[src/rtl/aud_csr_pkg.sv]
package aud_csr_pkg;

  localparam int unsigned CSR_W = 32;

  // Alias selected by address bits 3:2
  typedef enum logic [1:0] {
    AL_BASE = 2'd0,
    AL_SET  = 2'd1,
    AL_CLR  = 2'd2,
    AL_HOLE = 2'd3
  } alias_e;

  // Control field positions
  localparam int unsigned B_RUN     = 0;
  localparam int unsigned B_CAPTURE = 1;
  localparam int unsigned B_FOLLOW  = 2;
  localparam int unsigned B_DELAY   = 3;
  localparam int unsigned B_JUSTIFY = 4;
  localparam int unsigned B_FRMPOL  = 5;
  localparam int unsigned B_EDGE    = 6;
  localparam int unsigned B_WLEN    = 8;
  localparam int unsigned WLEN_W    = 2;
  localparam int unsigned B_WIDE48  = 10;
  localparam int unsigned B_BASE384 = 11;
  localparam int unsigned B_MULT    = 12;
  localparam int unsigned MULT_W    = 3;
  localparam int unsigned B_IRQEN   = 16;
  localparam int unsigned B_CGATE   = 30;
  localparam int unsigned B_SRST    = 31;

  function automatic logic [CSR_W-1:0] field_mask(input int unsigned lo, input int unsigned w);
    logic [CSR_W-1:0] m;
    m = '0;
    for (int unsigned i = 0; i < w; i++) m[lo+i] = 1'b1;
    return m;
  endfunction

  localparam logic [CSR_W-1:0] CTRL_KEEP = field_mask(B_SRST, 1) | field_mask(B_CGATE, 1);
  localparam logic [CSR_W-1:0] CTRL_IMPL = CTRL_KEEP
                                         | field_mask(B_RUN, B_EDGE + 1)
                                         | field_mask(B_WLEN, WLEN_W)
                                         | field_mask(B_WIDE48, 1)
                                         | field_mask(B_BASE384, 1)
                                         | field_mask(B_MULT, MULT_W)
                                         | field_mask(B_IRQEN, 1);
  localparam logic [CSR_W-1:0] CTRL_GUARD = CTRL_IMPL & ~CTRL_KEEP;
  localparam logic [CSR_W-1:0] CTRL_RST   = CTRL_KEEP;

  // Status field positions
  localparam int unsigned ST_BUSY  = 0;
  localparam int unsigned ST_FLAG0 = 1;
  localparam int unsigned N_FLAGS  = 2;

  // Merge of a write into the old value according to the alias
  function automatic logic [CSR_W-1:0] alias_apply(input logic [CSR_W-1:0] old_v,
                                                   input logic [CSR_W-1:0] wr_v,
                                                   input alias_e k);
    unique case (k)
      AL_BASE: return wr_v;
      AL_SET:  return old_v | wr_v;
      AL_CLR:  return old_v & ~wr_v;
      default: return old_v;
    endcase
  endfunction

  function automatic logic [N_FLAGS-1:0] flag_apply(input logic [N_FLAGS-1:0] old_v,
                                                    input logic [N_FLAGS-1:0] wr_v,
                                                    input alias_e k);
    unique case (k)
      AL_BASE: return wr_v;
      AL_SET:  return old_v | wr_v;
      AL_CLR:  return old_v & ~wr_v;
      default: return old_v;
    endcase
  endfunction

endpackage

[src/rtl/aud_csr_decode.sv]
module aud_csr_decode
  import aud_csr_pkg::*;
#(
  parameter int unsigned ADDR_W = 8
) (
  input  logic [ADDR_W-1:0] addr,
  input  logic              wr,
  output logic              hit,
  output logic              stat_sel,
  output logic              ctrl_wr,
  output logic              stat_wr,
  output alias_e            kind
);
  localparam int unsigned SEL_BIT = 4;

  logic upper_zero;

  generate
    if (ADDR_W > SEL_BIT + 1) begin : g_upper
      assign upper_zero = (addr[ADDR_W-1:SEL_BIT+1] == '0);
    end else begin : g_noupper
      assign upper_zero = 1'b1;
    end
  endgenerate

  assign hit      = upper_zero && (addr[1:0] == 2'b00);
  assign stat_sel = addr[SEL_BIT];
  assign kind     = alias_e'(addr[3:2]);
  assign ctrl_wr  = wr && hit && !stat_sel;
  assign stat_wr  = wr && hit && stat_sel;

endmodule

[src/rtl/aud_csr_ctrl.sv]
module aud_csr_ctrl
  import aud_csr_pkg::*;
(
  input  logic             clk,
  input  logic             rst_n,
  input  logic             wr,
  input  alias_e           kind,
  input  logic [CSR_W-1:0] wdata,
  output logic [CSR_W-1:0] ctrl_q,
  output logic             srst_nxt,
  output logic             wr_open
);
  logic [CSR_W-1:0] cand;
  logic [CSR_W-1:0] nxt;

  assign wr_open = !ctrl_q[B_SRST] && !ctrl_q[B_CGATE];
  assign cand    = alias_apply(ctrl_q, wdata, kind) & CTRL_IMPL;

  always_comb begin
    nxt = ctrl_q;
    if (wr) begin
      nxt = (nxt & ~CTRL_KEEP) | (cand & CTRL_KEEP);
      if (wr_open) nxt = (nxt & ~CTRL_GUARD) | (cand & CTRL_GUARD);
    end
    if (nxt[B_SRST]) nxt = nxt & ~CTRL_GUARD;
  end

  assign srst_nxt = nxt[B_SRST];

  always_ff @(posedge clk or negedge rst_n) begin
    if (!rst_n) ctrl_q <= CTRL_RST;
    else        ctrl_q <= nxt;
  end


  srst_hold_chk: assert property (@(posedge clk) disable iff (!rst_n)
    ctrl_q[B_SRST] |-> ((ctrl_q & CTRL_GUARD) == '0));


  gate_hold_chk: assert property (@(posedge clk) disable iff (!rst_n)
    (ctrl_q[B_CGATE] && !srst_nxt) |=> ((ctrl_q & CTRL_GUARD) == ($past(ctrl_q) & CTRL_GUARD)));

endmodule

[src/rtl/aud_csr_status.sv]
module aud_csr_status
  import aud_csr_pkg::*;
(
  input  logic               clk,
  input  logic               rst_n,
  input  logic               wr,
  input  alias_e             kind,
  input  logic [N_FLAGS-1:0] wbits,
  input  logic               wr_open,
  input  logic               srst_nxt,
  input  logic [N_FLAGS-1:0] evt,
  output logic [N_FLAGS-1:0] flag_q
);
  logic [N_FLAGS-1:0] fcand;
  logic [N_FLAGS-1:0] clr_wr;

  assign fcand = flag_apply(flag_q, wbits, kind);

  generate
    for (genvar i = 0; i < N_FLAGS; i++) begin : g_flag
      assign clr_wr[i] = wr && wr_open && !fcand[i];

      always_ff @(posedge clk or negedge rst_n) begin
        if (!rst_n)              flag_q[i] <= 1'b0;
        else if (srst_nxt)       flag_q[i] <= 1'b0;
        else if (evt[i])         flag_q[i] <= 1'b1;
        else if (wr && wr_open)  flag_q[i] <= fcand[i];
      end


      evt_wins_chk: assert property (@(posedge clk) disable iff (!rst_n)
        (evt[i] && !srst_nxt) |=> flag_q[i]);


      sticky_keep_chk: assert property (@(posedge clk) disable iff (!rst_n)
        (flag_q[i] && !clr_wr[i] && !srst_nxt) |=> flag_q[i]);
    end
  endgenerate

endmodule

[src/rtl/aud_csr_alias.sv]
module aud_csr_alias
  import aud_csr_pkg::*;
#(
  parameter int unsigned ADDR_W = 8
) (
  input  logic              clk,
  input  logic              rst_n,
  input  logic              bus_wr,
  input  logic              bus_rd,
  input  logic [ADDR_W-1:0] bus_addr,
  input  logic [CSR_W-1:0]  bus_wdata,
  output logic [CSR_W-1:0]  bus_rdata,
  input  logic              busy_i,
  input  logic              uf_evt_i,
  input  logic              of_evt_i,
  output logic [CSR_W-1:0]  ctrl_o,
  output logic              run_o,
  output logic              irq_o
);
  logic               hit;
  logic               stat_sel;
  logic               ctrl_wr;
  logic               stat_wr;
  alias_e             kind;
  logic [CSR_W-1:0]   ctrl_q;
  logic               srst_nxt;
  logic               wr_open;
  logic [N_FLAGS-1:0] flag_q;
  logic [CSR_W-1:0]   stat_view;

  aud_csr_decode #(.ADDR_W(ADDR_W)) u_dec (
    .addr     (bus_addr),
    .wr       (bus_wr),
    .hit      (hit),
    .stat_sel (stat_sel),
    .ctrl_wr  (ctrl_wr),
    .stat_wr  (stat_wr),
    .kind     (kind)
  );

  aud_csr_ctrl u_ctrl (
    .clk      (clk),
    .rst_n    (rst_n),
    .wr       (ctrl_wr),
    .kind     (kind),
    .wdata    (bus_wdata),
    .ctrl_q   (ctrl_q),
    .srst_nxt (srst_nxt),
    .wr_open  (wr_open)
  );

  aud_csr_status u_stat (
    .clk      (clk),
    .rst_n    (rst_n),
    .wr       (stat_wr),
    .kind     (kind),
    .wbits    (bus_wdata[ST_FLAG0 +: N_FLAGS]),
    .wr_open  (wr_open),
    .srst_nxt (srst_nxt),
    .evt      ({of_evt_i, uf_evt_i}),
    .flag_q   (flag_q)
  );

  always_comb begin
    stat_view                       = '0;
    stat_view[ST_BUSY]              = busy_i;
    stat_view[ST_FLAG0 +: N_FLAGS]  = flag_q;
  end

  always_ff @(posedge clk or negedge rst_n) begin
    if (!rst_n)      bus_rdata <= '0;
    else if (bus_rd) bus_rdata <= !hit ? '0 : (stat_sel ? stat_view : ctrl_q);
  end

  assign ctrl_o = ctrl_q;
  assign run_o  = ctrl_q[B_RUN];
  assign irq_o  = ctrl_q[B_IRQEN] && (|flag_q);


  rd_hold_chk: assert property (@(posedge clk) disable iff (!rst_n)
    !bus_rd |=> $stable(bus_rdata));


  srst_irq_chk: assert property (@(posedge clk) disable iff (!rst_n)
    ctrl_q[B_SRST] |-> !irq_o);

endmodule

[config.mk]
export PLATFORM = sky130hd
export DESIGN_NAME = aud_csr_alias
export DESIGN_NICKNAME = d
export VERILOG_FILES = /design/src/rtl/aud_csr_pkg.sv /design/src/rtl/aud_csr_decode.sv /design/src/rtl/aud_csr_ctrl.sv /design/src/rtl/aud_csr_status.sv /design/src/rtl/aud_csr_alias.sv
export SDC_FILE = /design/constraint.sdc
export NUM_CORES = 1
export LEC_CHECK = 0
export BUFFER_PORTS_ARGS = -buffer_cell sky130_fd_sc_hd__buf_2
export CAP_MARGIN = 20
export CORE_MARGIN = 3
export CORE_UTILIZATION = 44
export CTS_CLUSTER_SIZE = 28
export DETAILED_ROUTE_END_ITERATION = 10
export GPL_TIMING_DRIVEN = 0
export PLACE_DENSITY = 0.88
export SLEW_MARGIN = 5
export SYNTH_ARGS = -nofsm -noshare
export SYNTH_HDL_FRONTEND = slang
export SYNTH_HIERARCHICAL = 1
export SYNTH_SLANG_ARGS = --single-unit
[constraint.sdc]
create_clock -name clk -period 1.1 [get_ports clk]
set_input_delay 0.275 -clock clk [delete_from_list [all_inputs] [get_ports clk]]
set_output_delay 0.275 -clock clk [all_outputs]
set_load 0.01 [all_outputs]
After elaboration in Yosys (flattened, before gate mapping):

Cells that the tools add are included.

* register bits after elaboration: 66
* bits of input ports: 47
* output and inout bits: 66
* logic and storage cells: 49

* equal/unequal tests: 2
* muxes and demuxes: 13
* bitwise operators: 8
* reductions and logical operators: 21

Operator list (number)
* 2-to-1 mux 32 bit: 5
* case mux 32 bit (3 select lines): 1
* bitwise AND 32 bit: 1
* NOT 32 bit: 1
* OR 30 x 32 -> 32 bit: 1
* OR 32 x 17 -> 32 bit: 1
* OR 32 bit: 1
* nonzero test 5 bit: 2
* logical AND 1 bit: 7
* 2-to-1 mux 1 bit: 6
* case mux 2 bit (3 select lines): 1
* nonzero test 3 bit: 2
* zero test 2 bit: 2
* AND reduction 2 bit: 2
* zero test 1 bit: 3
* zero test 3 bit: 1
* bitwise AND 2 bit: 1
* == test 2 x 1 -> 1 bit (second input constant): 1
* == test 2 bit (second input constant): 1
* NOT 2 bit: 1
* OR 2 bit: 1
* nonzero test 2 bit: 1
* OR reduction 2 bit: 1

Logic depth before layout (Yosys ltp):

Gate-level depths: netlist of run 1.

* word-level depth: 10
* mapped depth: 8

By module:

Netlist of run 1, hierarchy kept.

Modules (own cells, without submodules)
* aud_csr_alias: times used 1, cells an instance 142, area an instance 1352.5 µm², sequential area each 800.8 µm²
* aud_csr_ctrl: times used 1, cells an instance 117, area an instance 1097.3 µm², sequential area each 427.9 µm²
* aud_csr_status: times used 1, cells an instance 20, area an instance 182.7 µm², sequential area each 50.0 µm²
* aud_csr_decode: times used 1, cells an instance 8, area an instance 61.3 µm², sequential area each 0.0 µm²

Worst setup path before layout of run 1:

No wires, ideal clock.

* path kind: input to register
* from: input bus_addr[6]
* to: register u_ctrl.ctrl_q[1]
* data arrival time: 1.917 ns
* path slack: -0.890 ns
* stages: 8
* cell sequence: or4_4 -> nor4b_2 -> nor2b_4 -> and2_4 -> buf_6 -> buf_12 -> nand2_2 -> a21oi_2

* longest elaborated chain between the ends: 6
* elaborated cells between the ends (all ways): 7
* those cells by class: 2 x mux; 5 x reduce/logical

Ends and longest elaborated chain
* from (decl): RTL line aud_csr_alias.sv:10 `input logic [ADDR_W-1:0] bus_addr,`
* zero test 3 bit (*): RTL line aud_csr_decode.sv:20 `assign upper_zero = (addr[ADDR_W-1:SEL_BIT+1] == '0);`
* logical AND 1 bit (*): RTL line aud_csr_decode.sv:26 `assign hit = upper_zero && (addr[1:0] == 2'b00);`
* logical AND 1 bit (*) (2 in series): RTL line aud_csr_decode.sv:29 `assign ctrl_wr = wr && hit && !stat_sel;`
* named net ctrl_wr: RTL line aud_csr_alias.sv:22 `logic ctrl_wr;`
* 2-to-1 mux 32 bit: RTL line aud_csr_ctrl.sv:21 `if (wr) begin`
* 2-to-1 mux 32 bit or nonzero test 2 bit (tied branches)
* to (signal assigned): RTL line aud_csr_ctrl.sv:32 `else ctrl_q <= nxt;`
* to (decl): RTL line aud_csr_ctrl.sv:9 `output logic [CSR_W-1:0] ctrl_q,`

The timed path passes the listed nets; every way through them passes the cells marked *. The select of a mux whose other input is x is not followed.
A chain may end at the register's enable or synchronous reset.

Worst setup path in the final report of run 1:

* from: input bus_addr[6]
* to: register u_ctrl.ctrl_q[4]

Same word-level chain as after synthesis.

==> results by group, run 1 <==
Global routing
  • Vias in the first global route: 2,458
  • Initial antenna violation count: 0
  • All-Layer GR Usage: 21.2%
  • Largest net degree at the start of global routing: 52
  • Grt total ovfl: 0
  • Global-route wire length before repair: 12,100 um

Timing
  • Slew headroom: 57.4%
  • Pins Over Slew Limit: 0
  • Tcrit/Tclk final: 159%
  • Hold Vio Cnt, Final: 22
  • Hold WS: -0.0535 ns
  • Maximum clock rate: 572 MHz
  • Finish-stage setup viols: 60
  • Final Skew: 0.00577 ns
  • Worst setup margin: -0.649 ns
  • Worst slew pin tran: 0.638 ns
  • RSZ-0062 raised after global routing: yes
  • Period minus WS final: 1.75 ns

Worst setup path
  • Critical Path RT: 1.33 ns
  • Slowest CP cell: or4_4
  • Crit-path cells: buf_6, or4_4, nor4b_4, nor2b_4, and2_4, buf_12, buf_12, nand2_2, a21oi_2
  • Crit path max fanout: 5
  • Crit Path Category: in2reg
  • CP startpoint kind: input port
  • Crit path DAT: 1.98 ns
  • Crit. End Element: flip-flop
  • Worst path max stage delay: 0.54 ns
  • CP dominant cell by count: buf_12

Final layout
  • Register area: 1280 um2
  • Fillers: 394
  • Core Util, Final: 73.2%
  • Area grow syn2layout: 55.2%
  • Share of cells above drive strength 1: 54.9%
  • Total Nets Final: 493
  • Area of the multi-input gates: 1290 um2
  • Ant diodes: 0

Routing
  • Routed WL: 8150 um
  • Via Count: 2,594
  • Final ANT Viol Nets: 0
  • 1st-pass router iterations: 4
  • Post-DR vias/cell: 5.04
  • Routed len/inst: 15.8 um
  • Starting DRT DRC Count: 118
  • DRC: 0

Clocking
  • Clock-pin slew on the worst setup and hold paths: 0.09 ns
  • Post-CTS Hold Fix Bufs: 0
  • TritonCTS buffer count: 5
  • Clock Path Buffers: 2
  • Clk sinks: 51
  • Skew-Pair Late Insertion Delay: 0.30 ns
  • CTS tree: built
  • H-Tree Depth: 2
  • CTS root buf: clkbuf_8

Yosys
  • Post-synth top area share: 45.5%
  • Synth top area cells: dfrtp_1 46%, o22ai_1 7.4%, buf_4 5.3%, nand2_1 5.3%, inv_1 4.9%
  • Synth area leader: dfrtp_1
  • Most frequent cell after synthesis: dfrtp_1
  • EDFF count, synth: 0
  • Cells after Synth: 287
  • Mean Syn Cell Area: 9.39 um2
  • Most common library cells after synthesis: 49 x dfrtp_1, 38 x nand2_1, 35 x inv_1, 32 x o22ai_1, 19 x buf_4
  • Yosys cell types: 41
  • Post-synthesis sequential area ratio: 47.5%
  • Cell area after synthesis: 2690 um2
  • Yosys warnings: 6
  • FF+latch count, synth: 51
  • Async SR Flop Fraction: 100%
  • Most used flip-flop cell after synthesis: dfrtp_1

Pwr
  • VDD IR max: 0.000496 V
  • Sequential share of power: 51.8%
  • Leakage: 2.08 nW
  • P per Cell Area: 907 nW/um2
  • Combinational fraction of design power: 21.6%
  • Switching Power: 1.04 mW
  • Clock group share of total power: 26.6%
  • Cell-internal power: 2.75 mW
  • Switching share of total power: 27.4%

Placement
  • RePlAce Congestion: 0.803
  • DP HPWL: 5060 um
  • PortBufs: 79
  • Pre-CTS setup slack: -1.08 ns

Floorplanning
  • Row count: 27
  • Chip width: 84.2 um
  • Ports: 113
  • Core area: 5710 um2
  • Full die area: 7100 um2
  • Die height: 84.2 um
  • Initial Util: 47.2%

Status
  • Failing checks: negative hold slack, negative setup slack
  • Outcome: complete, but fails checks

Min path
  • Hold crit path type: in2async

Run
  • Max cap viols: 0
metal layers:
| layer | vias to the layer above | track usage, % | routed length, um |
|---|---|---|---|
| li1 | 1235 | - | - |
| met1 | 1246 | 27.6 | 3420 |
| met2 | 101 | 35.4 | 4080 |
| met3 | 12 | 5.00 | 513 |
| met4 | 0 | 6.14 | 132 |
| met5 | - | 0 | 0 |
power by group through the flow:
| stage | registers, mW | logic [mW] | clock network (mW) |
|---|---|---|---|
| after floorplan | 2.01 | 0.339 | 0 |
| after global placement | 2.01 | 0.545 | 0 |
| after detailed placement | 2.01 | 0.562 | 0 |
| after CTS | 1.96 | 0.732 | 1.02 |
| after global routing | 1.97 | 0.882 | 1.11 |
| final | 1.97 | 0.818 | 1.01 |
sequential cells by signal, summed over array words and instances, names as in the netlist:
register	count
bus_rdata	32
u_ctrl/ctrl_q	17
u_stat/flag_q	2
cell families (layout without fill, tap and decap cells):
kind of cell	Yosys count	after routing	synth area share, %
and+or+nand+nor	80	80	15.1
DFF	51	51	47.5
muxes	3	3	1.11
AOI/OAI and AO/OA	78	78	19.1
xor gates and xnor gates	1	1	0.604
adders and majority gates	3	3	1.39
buffers and inverters	70	212	15.0
other	1	15	0.139
cell usage in the layout (no fill, tap or decap), types with 3 or more instances in the layout:
cell type,instances
a21oi_2,15
buf_6,26
nor2_1,13
clkbuf_1,4
conb_1,15
o21ai_2,8
inv_1,35
o22ai_2,15
buf_12,6
dfrtp_1,49
nand2_1,36
ha_1,3
mux2i_1,3
buf_2,69
o22ai_1,17
clkbuf_8,5
buf_4,64
nor2b_1,6
nand2_2,11
o21a_1,3
o21ai_1,6
worst max-delay path, delay by kind of cell:
family / cells / cell delay [ns]
AOI/OAI and AO/OA: 1 / 0.14
and+or+nand+nor: 5 / 1.23
buffers and inverters: 3 / 0.32
final cells by class:
cell class | count | share of cell area, %
inverters | 35 | 3.14
clock buffers | 7 | 1.83
multi-input cells | 180 | 30.8
plain buffers | 34 | 6.85
repair buffers | 136 | 24.6
well taps | 72 | 2.15
flip-flops and latches | 51 | 30.6
per-stage QoR:
step	TNS, ns	hold slack (ns)	cell area [um2]	total power, mW	cells
final	-15.86	-0.0535	4180	3.79	515
after global placement	-33.63	0.497	3240	2.55	452
after global routing	-18.82	-0.0176	4180	3.97	515
after detailed placement	-36.20	0.498	3240	2.57	452
after CTS	-16.28	0.184	3870	3.71	495
after floorplan	-19.53	-0.0206	2760	2.35	301
timing repair:
item / in CTS / in global routing
gates cloned: 3 / 0
endpoints found under the hold margin: 0 / 22
resized for setup: 47 / 27
pin swaps: 6 / 14
setup endpoints to repair: 70 / 87
buffers inserted: 35 / 19
worst paths after layout:
check	startpoint	end	slack [ns]	cells past startpoint
worst max-delay path	bus_addr[6]	u_ctrl/ctrl_q[4]$_DFFE_PN0P_	-0.65	9
worst min-delay path	rst_n	bus_rdata[30]$_DFFE_PN0P_	-0.05	1
worst max register to register	u_ctrl/ctrl_q[31]$_DFF_PN1_	u_ctrl/ctrl_q[11]$_DFFE_PN0P_	-0.39	5
worst min register to register	bus_rdata[20]$_DFFE_PN0P_	bus_rdata[20]$_DFFE_PN0P_	0.53	2
max in group asynchronous	rst_n	u_ctrl/ctrl_q[30]$_DFFE_PN1P_	0.55	2
min in group clk	bus_wdata[30]	u_ctrl/ctrl_q[30]$_DFFE_PN1P_	0.19	3
(Power assumes the default switching activity.)
==> run 2: changes to the inputs <==
--- a/config.mk
+++ b/config.mk
@@ -5,14 +5,16 @@
 export SDC_FILE = /design/constraint.sdc
 export NUM_CORES = 1
 export LEC_CHECK = 0
-export BUFFER_PORTS_ARGS = -buffer_cell sky130_fd_sc_hd__buf_2
 export CAP_MARGIN = 20
 export CORE_MARGIN = 3
-export CORE_UTILIZATION = 44
+export CORE_UTILIZATION = 52
+export CTS_CLUSTER_DIAMETER = 120
 export CTS_CLUSTER_SIZE = 28
 export DETAILED_ROUTE_END_ITERATION = 10
+export DONT_BUFFER_PORTS = 1
 export GPL_TIMING_DRIVEN = 0
-export PLACE_DENSITY = 0.88
+export PLACE_DENSITY = 0.81
+export REMOVE_ABC_BUFFERS = 1
 export SLEW_MARGIN = 5
 export SYNTH_ARGS = -nofsm -noshare
 export SYNTH_HDL_FRONTEND = slang
==> results by group, run 2 (synthesis results as in run 1) <==
Status
  • Outcome: complete, but fails checks
  • Failing checks: negative hold slack, negative setup slack

Routing
  • DRC: 0
  • Final ANT Viol Nets: 0
  • Routed WL: 6080 um
  • Starting DRT DRC Count: 94
  • 1st-pass router iterations: 4
  • Routed len/inst: 17.3 um
  • Post-DR vias/cell: 5.55
  • Via Count: 1,955

Timing
  • Period minus WS final: 1.64 ns
  • Pins Over Slew Limit: 0
  • Hold WS: -0.343 ns
  • Hold Vio Cnt, Final: 51
  • Slew headroom: 49.3%
  • Final Skew: 0.00628 ns
  • Tcrit/Tclk final: 149%
  • Worst setup margin: -0.539 ns
  • Maximum clock rate: 610 MHz
  • TNS Setup: -14.27 ns
  • Finish-stage setup viols: 39
  • RSZ-0062 raised after global routing: yes
  • Worst slew pin tran: 0.757 ns

Clocking
  • CTS tree: built
  • CTS root buf: clkbuf_8
  • H-Tree Depth: 2
  • Clk sinks: 51
  • Clock Path Buffers: 2
  • Skew-Pair Late Insertion Delay: 0.30 ns
  • Clock-pin slew on the worst setup and hold paths: 0.09 ns
  • TritonCTS buffer count: 5

Worst setup path
  • CP startpoint kind: input port
  • Reg2Reg Setup Slack: -0.22 ns
  • Crit path max fanout: 8
  • Crit Path Category: in2reg
  • Crit. End Element: flip-flop
  • Critical Path RT: 1.32 ns
  • Crit path DAT: 1.86 ns

Global routing
  • Global-route wire length before repair: 9890 um
  • Grt total ovfl: 0
  • All-Layer GR Usage: 20.7%
  • Initial antenna violation count: 0
  • Vias in the first global route: 2,016
  • Largest net degree at the start of global routing: 63

Final layout
  • Fillers: 409
  • Core Util, Final: 60.0%
  • Share of cells above drive strength 1: 27.4%
  • Total Nets Final: 334
  • Most common cell after layout, fill and taps aside: dfrtp_1
  • Most frequent cells in the layout: 47 x dfrtp_1, 35 x inv_1, 35 x nand2_1
  • Register area: 1280 um2
  • Max reg flops: 32
  • Regs by FF count: bus_rdata: 32 flops, u_ctrl/ctrl_q: 17 flops, u_stat/flag_q: 2 flops
  • Final std cells w/o fill: 352
  • Area of the multi-input gates: 1270 um2
  • Area grow syn2layout: 7.99%
  • Reg with most FFs: bus_rdata
  • Ant diodes: 0

Floorplanning
  • Full die area: 6080 um2
  • Row count: 25
  • Core area: 4850 um2
  • Ports: 113
  • Initial Util: 55.6%
  • Chip width: 78.0 um
  • Die height: 78.0 um

Run
  • Max cap viols: 0

Placement
  • Placed insts: 333
  • PortBufs: 0
  • DP HPWL: 3830 um
  • RePlAce Congestion: 0.766

Min path
  • Hold crit path type: in2async

Pwr
  • VDD IR max: 0.000645 V
  • Leakage: 1.20 nW
  • P per Cell Area: 1150 nW/um2
## run 2: cell types whose count changed in the layout (fill, tap and decap cells not counted), moves of 3 or more
cell	previous run	this run
o21ai_2	8	0
buf_2	69	0
o21ai_1	6	14
buf_4	64	6
buf_6	26	1
clkbuf_1	4	1
buf_12	6	0
## run 2: cell type report
class,instances,area share (%)
Sequential cell,51,44.0
Multi-Input combinational cell,184,43.7
Inverter,35,4.52
Tap cell,67,2.88
Clock buffer,6,2.49
Timing Repair Buffer,7,1.94
Clock inverter,2,0.430
## run 2: timing repair
item / in CTS / in global routing
pin swaps: 32 / 3
setup buffers: 6 / 1
gates resized for setup: 22 / 15
hold endpoints to repair: 51 / 51
endpoints found under the setup margin: 39 / 41
cloned: 4 / 0
## run 2: final timing paths
check                                                    from                            end  depth (start not counted)
worst max-delay path                              bus_addr[7]   u_ctrl/ctrl_q[0]$_DFFE_PN0P_                          6
min in group clk                                       bus_rd       bus_rdata[8]$_DFFE_PN0P_                          1
worst min register to register  u_ctrl/ctrl_q[30]$_DFFE_PN1P_  u_ctrl/ctrl_q[30]$_DFFE_PN1P_                          2
worst min-delay path                                    rst_n   u_ctrl/ctrl_q[6]$_DFFE_PN0P_                          0
max in group asynchronous                               rst_n  u_ctrl/ctrl_q[30]$_DFFE_PN1P_                          0
worst max register to register    u_ctrl/ctrl_q[31]$_DFF_PN1_   u_stat/flag_q[1]$_DFFE_PN0P_                          4
## run 2: per-layer routing
layer / GRT usage (%) / share of wire, % / vias up
met5: 0 / 0 / -
met4: 5.42 / 1.2 / 0
met3: 8.47 / 11 / 10
met2: 36.5 / 49 / 94
met1: 23.0 / 39 / 928
li1: - / - / 923
## run 2: per-stage QoR
stage	hold WS, ns	power [mW]	cell area [um2]	worst slack (ns)
CTS	-0.361	3.38	2820	-0.600
finish	-0.343	3.34	2910	-0.539
global placement	-0.0191	2.28	2560	-1.21
detailed placement	-0.0190	2.29	2560	-1.27
global route	-0.373	3.52	2910	-0.618
floorplan	-0.0206	2.24	2470	-0.841
## run 2: report_power, final
group          internal, mW  switching (mW)
sequential             1.93          0.0700
combinational         0.125           0.190
clock                 0.445           0.588
total                  2.50           0.848
## run 2: critical path: stages
cell and delay (ns):
or4_4 0.55, nor4b_4 0.32, nand2b_1 0.16, o21ai_4 0.26, nand2_4 0.15, a21oi_1 0.14
